**src/rtl/mcyc_pkg.sv**
```systemverilog
package mcyc_pkg;

  localparam int ST_W = 4;

  typedef enum logic [ST_W-1:0] {
    S_FETCH    = 4'h0,
    S_DECODE   = 4'h1,
    S_BR_TAKEN = 4'h2,
    S_BR_NOT   = 4'h3,
    S_RT_EX    = 4'h4,
    S_RT_WB    = 4'h5,
    S_OI_EX    = 4'h6,
    S_OI_WB    = 4'h7,
    S_LD_EX    = 4'h8,
    S_LD_MEM   = 4'h9,
    S_LD_WB    = 4'hA,
    S_ST_EX    = 4'hB,
    S_ST_MEM   = 4'hC
  } st_e;

  typedef enum logic [2:0] {
    CL_RT, CL_OI, CL_LD, CL_ST, CL_BR, CL_BAD
  } cls_e;

  typedef enum logic [1:0] {
    ALU_ADD   = 2'b00,
    ALU_OR    = 2'b01,
    ALU_FUNCT = 2'b10
  } alu_e;

  typedef struct packed {
    logic ir_en;
    logic pc_en;
    logic pc_sel;
    logic a_en;
    logic b_en;
    logic ext_sign;
    logic alu_imm;
    alu_e alu_op;
    logic r_en;
    logic mem_rd;
    logic m_en;
    logic mem_wr;
    logic mem_to_reg;
    logic reg_wr;
    logic reg_dst_rd;
  } ctrl_t;

endpackage

```
**src/rtl/mcyc_opdec.sv**
```systemverilog
module mcyc_opdec
  import mcyc_pkg::*;
#(
  parameter int              OP_W   = 6,
  parameter logic [OP_W-1:0] OPC_RT = 6'b000000,
  parameter logic [OP_W-1:0] OPC_OI = 6'b001101,
  parameter logic [OP_W-1:0] OPC_LD = 6'b100011,
  parameter logic [OP_W-1:0] OPC_ST = 6'b101011,
  parameter logic [OP_W-1:0] OPC_BR = 6'b000100
) (
  input  logic [OP_W-1:0] opcode_i,
  output cls_e            cls_o
);

  always_comb begin
    if      (opcode_i == OPC_RT) cls_o = CL_RT;
    else if (opcode_i == OPC_OI) cls_o = CL_OI;
    else if (opcode_i == OPC_LD) cls_o = CL_LD;
    else if (opcode_i == OPC_ST) cls_o = CL_ST;
    else if (opcode_i == OPC_BR) cls_o = CL_BR;
    else                         cls_o = CL_BAD;
  end

endmodule

```
**src/rtl/mcyc_next.sv**
```systemverilog
module mcyc_next
  import mcyc_pkg::*;
(
  input  st_e  state_i,
  input  cls_e cls_i,
  input  logic zero_i,
  output st_e  next_o
);

  always_comb begin
    next_o = S_FETCH;
    case (state_i)
      S_FETCH:  next_o = S_DECODE;
      S_DECODE: begin
        case (cls_i)
          CL_RT:   next_o = S_RT_EX;
          CL_OI:   next_o = S_OI_EX;
          CL_LD:   next_o = S_LD_EX;
          CL_ST:   next_o = S_ST_EX;
          CL_BR:   next_o = zero_i ? S_BR_TAKEN : S_BR_NOT;
          default: next_o = S_FETCH;
        endcase
      end
      S_RT_EX:  next_o = S_RT_WB;
      S_OI_EX:  next_o = S_OI_WB;
      S_LD_EX:  next_o = S_LD_MEM;
      S_LD_MEM: next_o = S_LD_WB;
      S_ST_EX:  next_o = S_ST_MEM;
      default:  next_o = S_FETCH;
    endcase
  end

endmodule

```
**src/rtl/mcyc_outdec.sv**
```systemverilog
module mcyc_outdec
  import mcyc_pkg::*;
(
  input  st_e   state_i,
  output ctrl_t ctrl_o
);

  always_comb begin
    ctrl_o = '0;
    case (state_i)
      S_FETCH:  ctrl_o.ir_en = 1'b1;
      S_DECODE: begin
        ctrl_o.a_en = 1'b1;
        ctrl_o.b_en = 1'b1;
      end
      S_BR_TAKEN: begin
        ctrl_o.pc_en  = 1'b1;
        ctrl_o.pc_sel = 1'b1;
      end
      S_BR_NOT: ctrl_o.pc_en = 1'b1;
      S_RT_EX: begin
        ctrl_o.alu_op = ALU_FUNCT;
        ctrl_o.r_en   = 1'b1;
      end
      S_RT_WB: begin
        ctrl_o.pc_en      = 1'b1;
        ctrl_o.reg_wr     = 1'b1;
        ctrl_o.reg_dst_rd = 1'b1;
      end
      S_OI_EX: begin
        ctrl_o.alu_imm = 1'b1;
        ctrl_o.alu_op  = ALU_OR;
        ctrl_o.r_en    = 1'b1;
      end
      S_OI_WB: begin
        ctrl_o.pc_en  = 1'b1;
        ctrl_o.reg_wr = 1'b1;
      end
      S_LD_EX, S_ST_EX: begin
        ctrl_o.alu_imm  = 1'b1;
        ctrl_o.ext_sign = 1'b1;
        ctrl_o.alu_op   = ALU_ADD;
        ctrl_o.r_en     = 1'b1;
      end
      S_LD_MEM: begin
        ctrl_o.mem_rd = 1'b1;
        ctrl_o.m_en   = 1'b1;
      end
      S_LD_WB: begin
        ctrl_o.pc_en      = 1'b1;
        ctrl_o.mem_to_reg = 1'b1;
        ctrl_o.reg_wr     = 1'b1;
      end
      S_ST_MEM: begin
        ctrl_o.pc_en  = 1'b1;
        ctrl_o.mem_wr = 1'b1;
      end
      default: ctrl_o = '0;
    endcase
  end

endmodule

```
**src/rtl/mcyc_ctrl.sv**
```systemverilog
module mcyc_ctrl
  import mcyc_pkg::*;
#(
  parameter int              OP_W   = 6,
  parameter logic [OP_W-1:0] OPC_RT = 6'b000000,
  parameter logic [OP_W-1:0] OPC_OI = 6'b001101,
  parameter logic [OP_W-1:0] OPC_LD = 6'b100011,
  parameter logic [OP_W-1:0] OPC_ST = 6'b101011,
  parameter logic [OP_W-1:0] OPC_BR = 6'b000100
) (
  input  logic            clk,
  input  logic            rst,
  input  logic [OP_W-1:0] opcode_i,
  input  logic            zero_i,
  output logic [ST_W-1:0] state_o,
  output logic            ir_en_o,
  output logic            pc_en_o,
  output logic            pc_sel_o,
  output logic            a_en_o,
  output logic            b_en_o,
  output logic            ext_sign_o,
  output logic            alu_imm_o,
  output logic [1:0]      alu_op_o,
  output logic            r_en_o,
  output logic            mem_rd_o,
  output logic            m_en_o,
  output logic            mem_wr_o,
  output logic            mem_to_reg_o,
  output logic            reg_wr_o,
  output logic            reg_dst_rd_o
);

  cls_e  op_cls;
  st_e   state_q, state_d;
  ctrl_t ctrl_d, ctrl_q, ctrl_rst;

  mcyc_opdec #(
    .OP_W(OP_W), .OPC_RT(OPC_RT), .OPC_OI(OPC_OI),
    .OPC_LD(OPC_LD), .OPC_ST(OPC_ST), .OPC_BR(OPC_BR)
  ) u_opdec (
    .opcode_i (opcode_i),
    .cls_o    (op_cls)
  );

  mcyc_next u_next (
    .state_i (state_q),
    .cls_i   (op_cls),
    .zero_i  (zero_i),
    .next_o  (state_d)
  );

  // Controls are decoded from the next state so the registered bundle
  // lines up with the state register.
  mcyc_outdec u_out_next (
    .state_i (state_d),
    .ctrl_o  (ctrl_d)
  );

  mcyc_outdec u_out_rst (
    .state_i (S_FETCH),
    .ctrl_o  (ctrl_rst)
  );

  always_ff @(posedge clk) begin
    if (rst) begin
      state_q <= S_FETCH;
      ctrl_q  <= ctrl_rst;
    end else begin
      state_q <= state_d;
      ctrl_q  <= ctrl_d;
    end
  end

  assign state_o      = state_q;
  assign ir_en_o      = ctrl_q.ir_en;
  assign pc_en_o      = ctrl_q.pc_en;
  assign pc_sel_o     = ctrl_q.pc_sel;
  assign a_en_o       = ctrl_q.a_en;
  assign b_en_o       = ctrl_q.b_en;
  assign ext_sign_o   = ctrl_q.ext_sign;
  assign alu_imm_o    = ctrl_q.alu_imm;
  assign alu_op_o     = ctrl_q.alu_op;
  assign r_en_o       = ctrl_q.r_en;
  assign mem_rd_o     = ctrl_q.mem_rd;
  assign m_en_o       = ctrl_q.m_en;
  assign mem_wr_o     = ctrl_q.mem_wr;
  assign mem_to_reg_o = ctrl_q.mem_to_reg;
  assign reg_wr_o     = ctrl_q.reg_wr;
  assign reg_dst_rd_o = ctrl_q.reg_dst_rd;

  a_r2_fetch_to_decode: assert property (@(posedge clk) disable iff (rst)
    state_q == S_FETCH |=> state_q == S_DECODE);

  a_r3_branch_taken: assert property (@(posedge clk) disable iff (rst)
    (state_q == S_DECODE && op_cls == CL_BR && zero_i) |=> state_q == S_BR_TAKEN);

  a_r4_final_returns: assert property (@(posedge clk) disable iff (rst)
    pc_en_o |=> state_q == S_FETCH);

  a_r7_mem_exclusive: assert property (@(posedge clk) disable iff (rst)
    !(mem_rd_o && mem_wr_o));

  a_r8_wb_after_result: assert property (@(posedge clk) disable iff (rst)
    reg_wr_o |-> ($past(r_en_o) || $past(m_en_o)));

  a_r10_bad_opcode: assert property (@(posedge clk) disable iff (rst)
    (state_q == S_DECODE && op_cls == CL_BAD)
      |=> (state_q == S_FETCH && !reg_wr_o && !mem_wr_o && !pc_en_o));

  a_r11_load_steps: assert property (@(posedge clk) disable iff (rst)
    $onehot0({ir_en_o, a_en_o, r_en_o, m_en_o}));

endmodule

```
**config.mk**
```make
export PLATFORM = sky130hd
export DESIGN_NAME = mcyc_ctrl
export DESIGN_NICKNAME = d
export VERILOG_FILES = /design/src/rtl/mcyc_pkg.sv /design/src/rtl/mcyc_opdec.sv /design/src/rtl/mcyc_next.sv /design/src/rtl/mcyc_outdec.sv /design/src/rtl/mcyc_ctrl.sv
export SDC_FILE = /design/constraint.sdc
export NUM_CORES = 1
export LEC_CHECK = 0
export ABC_AREA = 1
export CAP_MARGIN = 20
export CORE_ASPECT_RATIO = 1.5
export CORE_UTILIZATION = 45
export CTS_CLUSTER_SIZE = 24
export DETAILED_ROUTE_END_ITERATION = 10
export GPL_ROUTABILITY_DRIVEN = 1
export PLACE_DENSITY = 0.78
export SLEW_MARGIN = 20
export SYNTH_ARGS = -nofsm -noshare
export SYNTH_HDL_FRONTEND = slang
export SYNTH_SLANG_ARGS = --single-unit
```
**constraint.sdc**
```tcl
create_clock -name clk -period 1.35 [get_ports clk]
set_input_delay 0.27 -clock clk [delete_from_list [all_inputs] [get_ports clk]]
set_output_delay 0.27 -clock clk [all_outputs]
set_load 0.01 [all_outputs]
```
[Word level (Yosys, flattened, before mapping)]
Cells that the tools add are included.
Operators by class
  add/sub/neg operators: 0
  $mul: 0
  divide/modulo/power cells: 0
  magnitude comparators: 0
  eq/ne operators: 26
  shift operators: 0
  muxes and demuxes: 20
  bitwise operators: 0
  reductions and logical operators: 8
Operator list (count)
  == test 4 bit (second input constant): 8
  case mux 4 bit (7 select lines): 1
  == test 4 x 3 -> 1 bit (second input constant): 6
  case mux 4 bit (5 select lines): 1
  == test 6 bit (second input constant): 2
  2-to-1 mux 3 bit: 4
  2-to-1 mux 1 bit: 11
  case mux 3 bit (3 select lines): 1
  == test 4 x 1 -> 1 bit (second input constant): 2
  == test 4 x 2 -> 1 bit (second input constant): 2
  zero test 4 bit: 2
  == test 3 x 2 -> 1 bit (second input constant): 2
  == test 6 x 3 -> 1 bit (second input constant): 1
  == test 6 x 4 -> 1 bit (second input constant): 1
  zero test 6 bit: 1
  OR reduction 3 bit: 2
  OR reduction 6 bit: 1
  2-to-1 mux 2 bit: 2
  == test 3 x 1 -> 1 bit (second input constant): 1
  == test 3 bit (second input constant): 1
  zero test 3 bit: 1
  OR reduction 2 bit: 1
Word-level totals
  bits in registers: 20
  latch bits: 0
  bits in writable memories: 0
  ROM bits: 0
  bits of input ports: 9
  output and inout port bits: 20
  logic and storage cells: 70
  memories: 0

[Logic depth before layout (Yosys ltp)]
  depth in word-level cells: 12
  gate-level depth with buffers: 13
  gate-level depth less buffers: 13

[Modules after synthesis]
Synthesis repeated with hierarchy kept, for this count alone.
Unflattened totals
  cells, all modules: 223
  area total of the unflattened synthesis: 1253.7 sq um
Modules (own cells, without submodules)
  mcyc_ctrl: instances 1, cells an instance 81, area an instance 635.6 sq um, sequential area each 400.4 sq um
  mcyc_outdec: instances 2, cells an instance 42, area an instance 187.7 sq um, sequential area each 0.0 sq um
  mcyc_next: instances 1, cells an instance 35, area an instance 146.4 sq um, sequential area each 0.0 sq um
  mcyc_opdec: instances 1, cells an instance 23, area an instance 96.3 sq um, sequential area each 0.0 sq um

[Worst setup path after synthesis]
Ideal clock, no wire load.
  path type: reg-to-reg
  from: reg state_q[2], in the netlist state_o[2]
  to: reg ctrl_q, in the netlist alu_imm_o
  setup time: 0.114 ns
  arrival time: 1.236 ns
  required time: 1.236 ns
  slack: 0.000 ns
  cell stages (with the launch flop): 12
  path buffers: 0
  clock period less this slack: 1.350 ns
  path through: dfxtp_1 -> inv_2 -> nor2_2 -> nand2_2 -> nor2_1 -> nor2_1 -> nand4_1 -> inv_2 -> nand2_4 -> nand2_2 -> nand3_2 -> nand2_1
Between the ends
  word-level cells in the longest chain between the ends: 5
  elaborated cells on any way between the ends: 13
  those cells by class: 9 x eq/ne; 2 x mux; 2 x reduce/logical
RTL lines
  start, declared: RTL line mcyc_ctrl.sv:34  | st_e state_q, state_d;
  start signal, assigned: RTL line mcyc_ctrl.sv:69  | state_q <= state_d;
  == test 4 bit, or another cell as far along: RTL line mcyc_next.sv:12  | case (state_i)
  case mux 4 bit (7 select lines) (*): RTL line mcyc_next.sv:12
  == test 4 x 3 -> 1 bit / == test 4 bit (equally long branches): RTL line mcyc_outdec.sv:10  | case (state_i)
  OR reduction 3 bit (no line) (*)
  2-to-1 mux 1 bit (*): RTL line mcyc_outdec.sv:10
  end signal, assigned: RTL line mcyc_ctrl.sv:67  | ctrl_q <= ctrl_rst;
  end signal, assigned: RTL line mcyc_ctrl.sv:70  | ctrl_q <= ctrl_d;
  end, declared: RTL line mcyc_ctrl.sv:35  | ctrl_t ctrl_d, ctrl_q, ctrl_rst;
Mark *: on every way between the ends. The rest lies on a longest branch, timed or not.
A chain may end at the register's enable or synchronous reset.

[Final worst setup path]
Ends and elaborated chain as after synthesis.

==> metrics <==
status finished, violations left; violated checks setup timing; placed wire-length estimate 1.714 mm; die height 57.33 µm; Worst Hold Path EP mem_to_reg_o; top-area cell type share of the netlist area 0.3924; worst path cell trace inv_4, nand3_1, nor2_1, nor2_2, nand2_4, inv_4, nand2_4, nand2_2, nand3_2, nand2_1; Slew @ Worst Pin about 0.34 ns; H-tree lvl count 1; Via-to-Cell Ratio around 5; DIE AREA 2229 µm²; crit-path leading delay family simple AND/OR/NAND/NOR gates; Total GRT Usage 0.2290; Syn Nets about 130; row count 19; crit path launch type register; initial antenna violation count 0; vias in the first global route ~860; Crit Path Max Fanout 5; total power ~1.0 mW; Max Freq 730.0 MHz; slowest stage delay, CP about 0.37 ns; most frequent cells in the layout dlygate4sd2_1, inv_1, nand2_1; clock buffer depth 2; Layout area overhead 46.73%; HP Start state_o[1]; Initial Utilization 0.4890; share of cells above drive strength 1 0.3963; R2R cell count 10; # setup viols final 3; worst setup margin -0.01987 ns; Period minus WS final between 1 and 1.5 ns; hold depth 3; Final Cycle Share 1.015; register area share after synthesis 0.3924; cts bufs inserted 3; Seq pwr share 0.525; Finished Cell Area roughly 1300 µm²; sw power around 0.27 mW; DR pass1 iterations 4; Setup Skew between 0.001 and 0.0015 ns; die width between 30 and 40 µm; Yosys top cell by area dfxtp_1; total number of yosys warnings 0; count of cell types in the netlist 20; Starting DRT DRC Count 27; grt ovf 0; io pins 29; TritonCTS clock tree built; worst path required time 1.54 ns; Pint slightly below 0.8 mW; Routed WL per cell around 12 µm; arrival time worst endpoint between 1.5 and 2 ns; setup tns final -0.03822 ns; I/O Buffers 28; CTS root buffer clkbuf_4; Power Density 772.6 nW/µm²; Comb pwr share 0.160; Crit. End Element register; Placed Area between 1000 and 1500 µm²; Seq cells post-synth 18; Gate Count Post-Synth 124; largest net degree at the start of global routing 11; switch share 0.2595; final hold vios 0; WP buf/inv 2; hold crit path type reg -> reg; Slew Viols, Final 0; Post-Syn Area roughly 900 µm²; routed wire length 2.143 mm; RSZ-0062 raised after global routing true; Reg2Reg Launch Point state_o[2]; power share of the clock group 0.314; leading cell type in the layout, fill and taps excluded dlygate4sd2_1; crit path from state_o[2]; syn avg cell area about 7.4 µm²; # diodes 0; clock latency on the worst-skew pair roughly 0.29 ns; clock slew at reported path FFs ~0.1 ns; # Max-Cap Violations 0; capture point of the worst reg-to-reg path alu_imm_o; GPL Wtd Cong between 0.8 and 0.9; ANT nets after route 0; CP max-delay cell dfxtp_4; Max VDD drop between 0.4 and 0.5 mV; nets about 170; Layout Utilization 0.7175; relative slew slack 0.7729; critical path class reg -> reg; reg2reg setup slack -0.02 ns; drt drc 0; Pleak ~0.75 nW; fill cell count roughly 160; leading post-synthesis cells by cell area dfxtp_1, nor2_1, nor2_2; Via Count between 900 and 1k; total core area ~1900 µm²; clk sinks 18; global-route wire length before repair between 3 and 4 mm
-- how the worst max path moves through the flow --
stage	endpoint	slack, ns	depth (start not counted)
finish	alu_imm_o	-0.02	10
global route	pc_en_o	-0.15	12
CTS	alu_imm_o	-0.006	11
detailed placement	alu_imm_o	-0.52	14
global placement	alu_imm_o	-0.45	13
floorplan	alu_imm_o	0.02	11
-- power by group through the flow --
| stage | Sequential [mW] | Combinational, mW | Clock, mW |
|---|---|---|---|
| 3_3_place_gp | 0.562 | 0.169 | 0 |
| 4_1_cts | 0.549 | 0.163 | 0.329 |
| 3_5_place_dp | 0.563 | 0.175 | 0 |
| 5_1_grt | 0.550 | 0.184 | 0.369 |
| 2_1_floorplan | 0.569 | 0.0912 | 0 |
| 6_report | 0.547 | 0.167 | 0.327 |
-- stage by stage --
| step | worst slack (ns) | hold WS (ns) | std cells |
|---|---|---|---|
| global route | -0.1493 | 0.6504 | 185 |
| floorplan | 0.01882 | 0.3495 | 124 |
| finish | -0.01987 | 0.6262 | 185 |
| global placement | -0.4504 | 0.6012 | 180 |
| detailed placement | -0.5205 | 0.6064 | 180 |
| CTS | -0.005802 | 0.5797 | 184 |
-- state kept, by name, indices dropped and copies added (netlist names) --
register / flops
b_en_o: 1
alu_op_o: 2
ir_en_o: 1
pc_en_o: 1
pc_sel_o: 1
reg_wr_o: 1
mem_wr_o: 1
ext_sign_o: 1
r_en_o: 1
state_o: 4
alu_imm_o: 1
mem_rd_o: 1
mem_to_reg_o: 1
reg_dst_rd_o: 1
-- routing by layer --
metal,share of wire,vias up,track usage
met5,0,-,0
met4,0.033,0,0.1034
met3,0.030,9,0.06226
met2,0.58,33,0.4214
met1,0.36,410,0.2187
li1,-,451,-
-- what timing repair did --
item | 4_1_cts | 5_1_grt
resized for setup | 37 | 10
cloned | 0 | 0
pin swaps | 1 | 3
endpoints found under the setup margin | 30 | 10
hold buffers | 0 | 0
buffers inserted | 0 | 1
-- logic make-up (layout without fill, tap and decap cells) --
| family | count (synthesis) | after routing | share of synthesized area |
|---|---|---|---|
| buffers and inverters | 29 | 69 | 0.1335 |
| DFF | 18 | 18 | 0.3924 |
| and+or+nand+nor | 74 | 74 | 0.4537 |
| AOI/OAI and AO/OA | 3 | 3 | 0.02043 |
-- tightest hold or removal path: cells and delay by family (launching register included) --
| family | cells | cell delay [ns] |
|---|---|---|
| flops | 1 | 0.38 |
| buf+inv | 1 | 0.10 |
| simple gates | 2 | 0.12 |
-- synthesized netlist by cell type --
cell type  number
inv_2           9
nor2_2         10
o21ai_2         1
inv_1          16
nand3_1         9
nand4_2         1
buf_4           3
nand2_4         2
inv_4           1
nor2_1         17
nand4_1         3
a21oi_1         1
nand3_2         5
nand3b_1        1
nand2_1        15
o21ai_1         1
nor3_2          1
dfxtp_1        18
nor2_4          1
nand2_2         9
-- final cells by class --
type                    count  area [µm²]  share of cell area
clock buffers               4       36.28             0.02693
inverters                  26       105.1             0.07799
multi-input cells          77       475.5              0.3528
flip-flops and latches     18       372.9              0.2767
well taps                  21       26.28             0.01950
repair buffers             39       331.6              0.2461
Power figures use the tool's default switching activity.
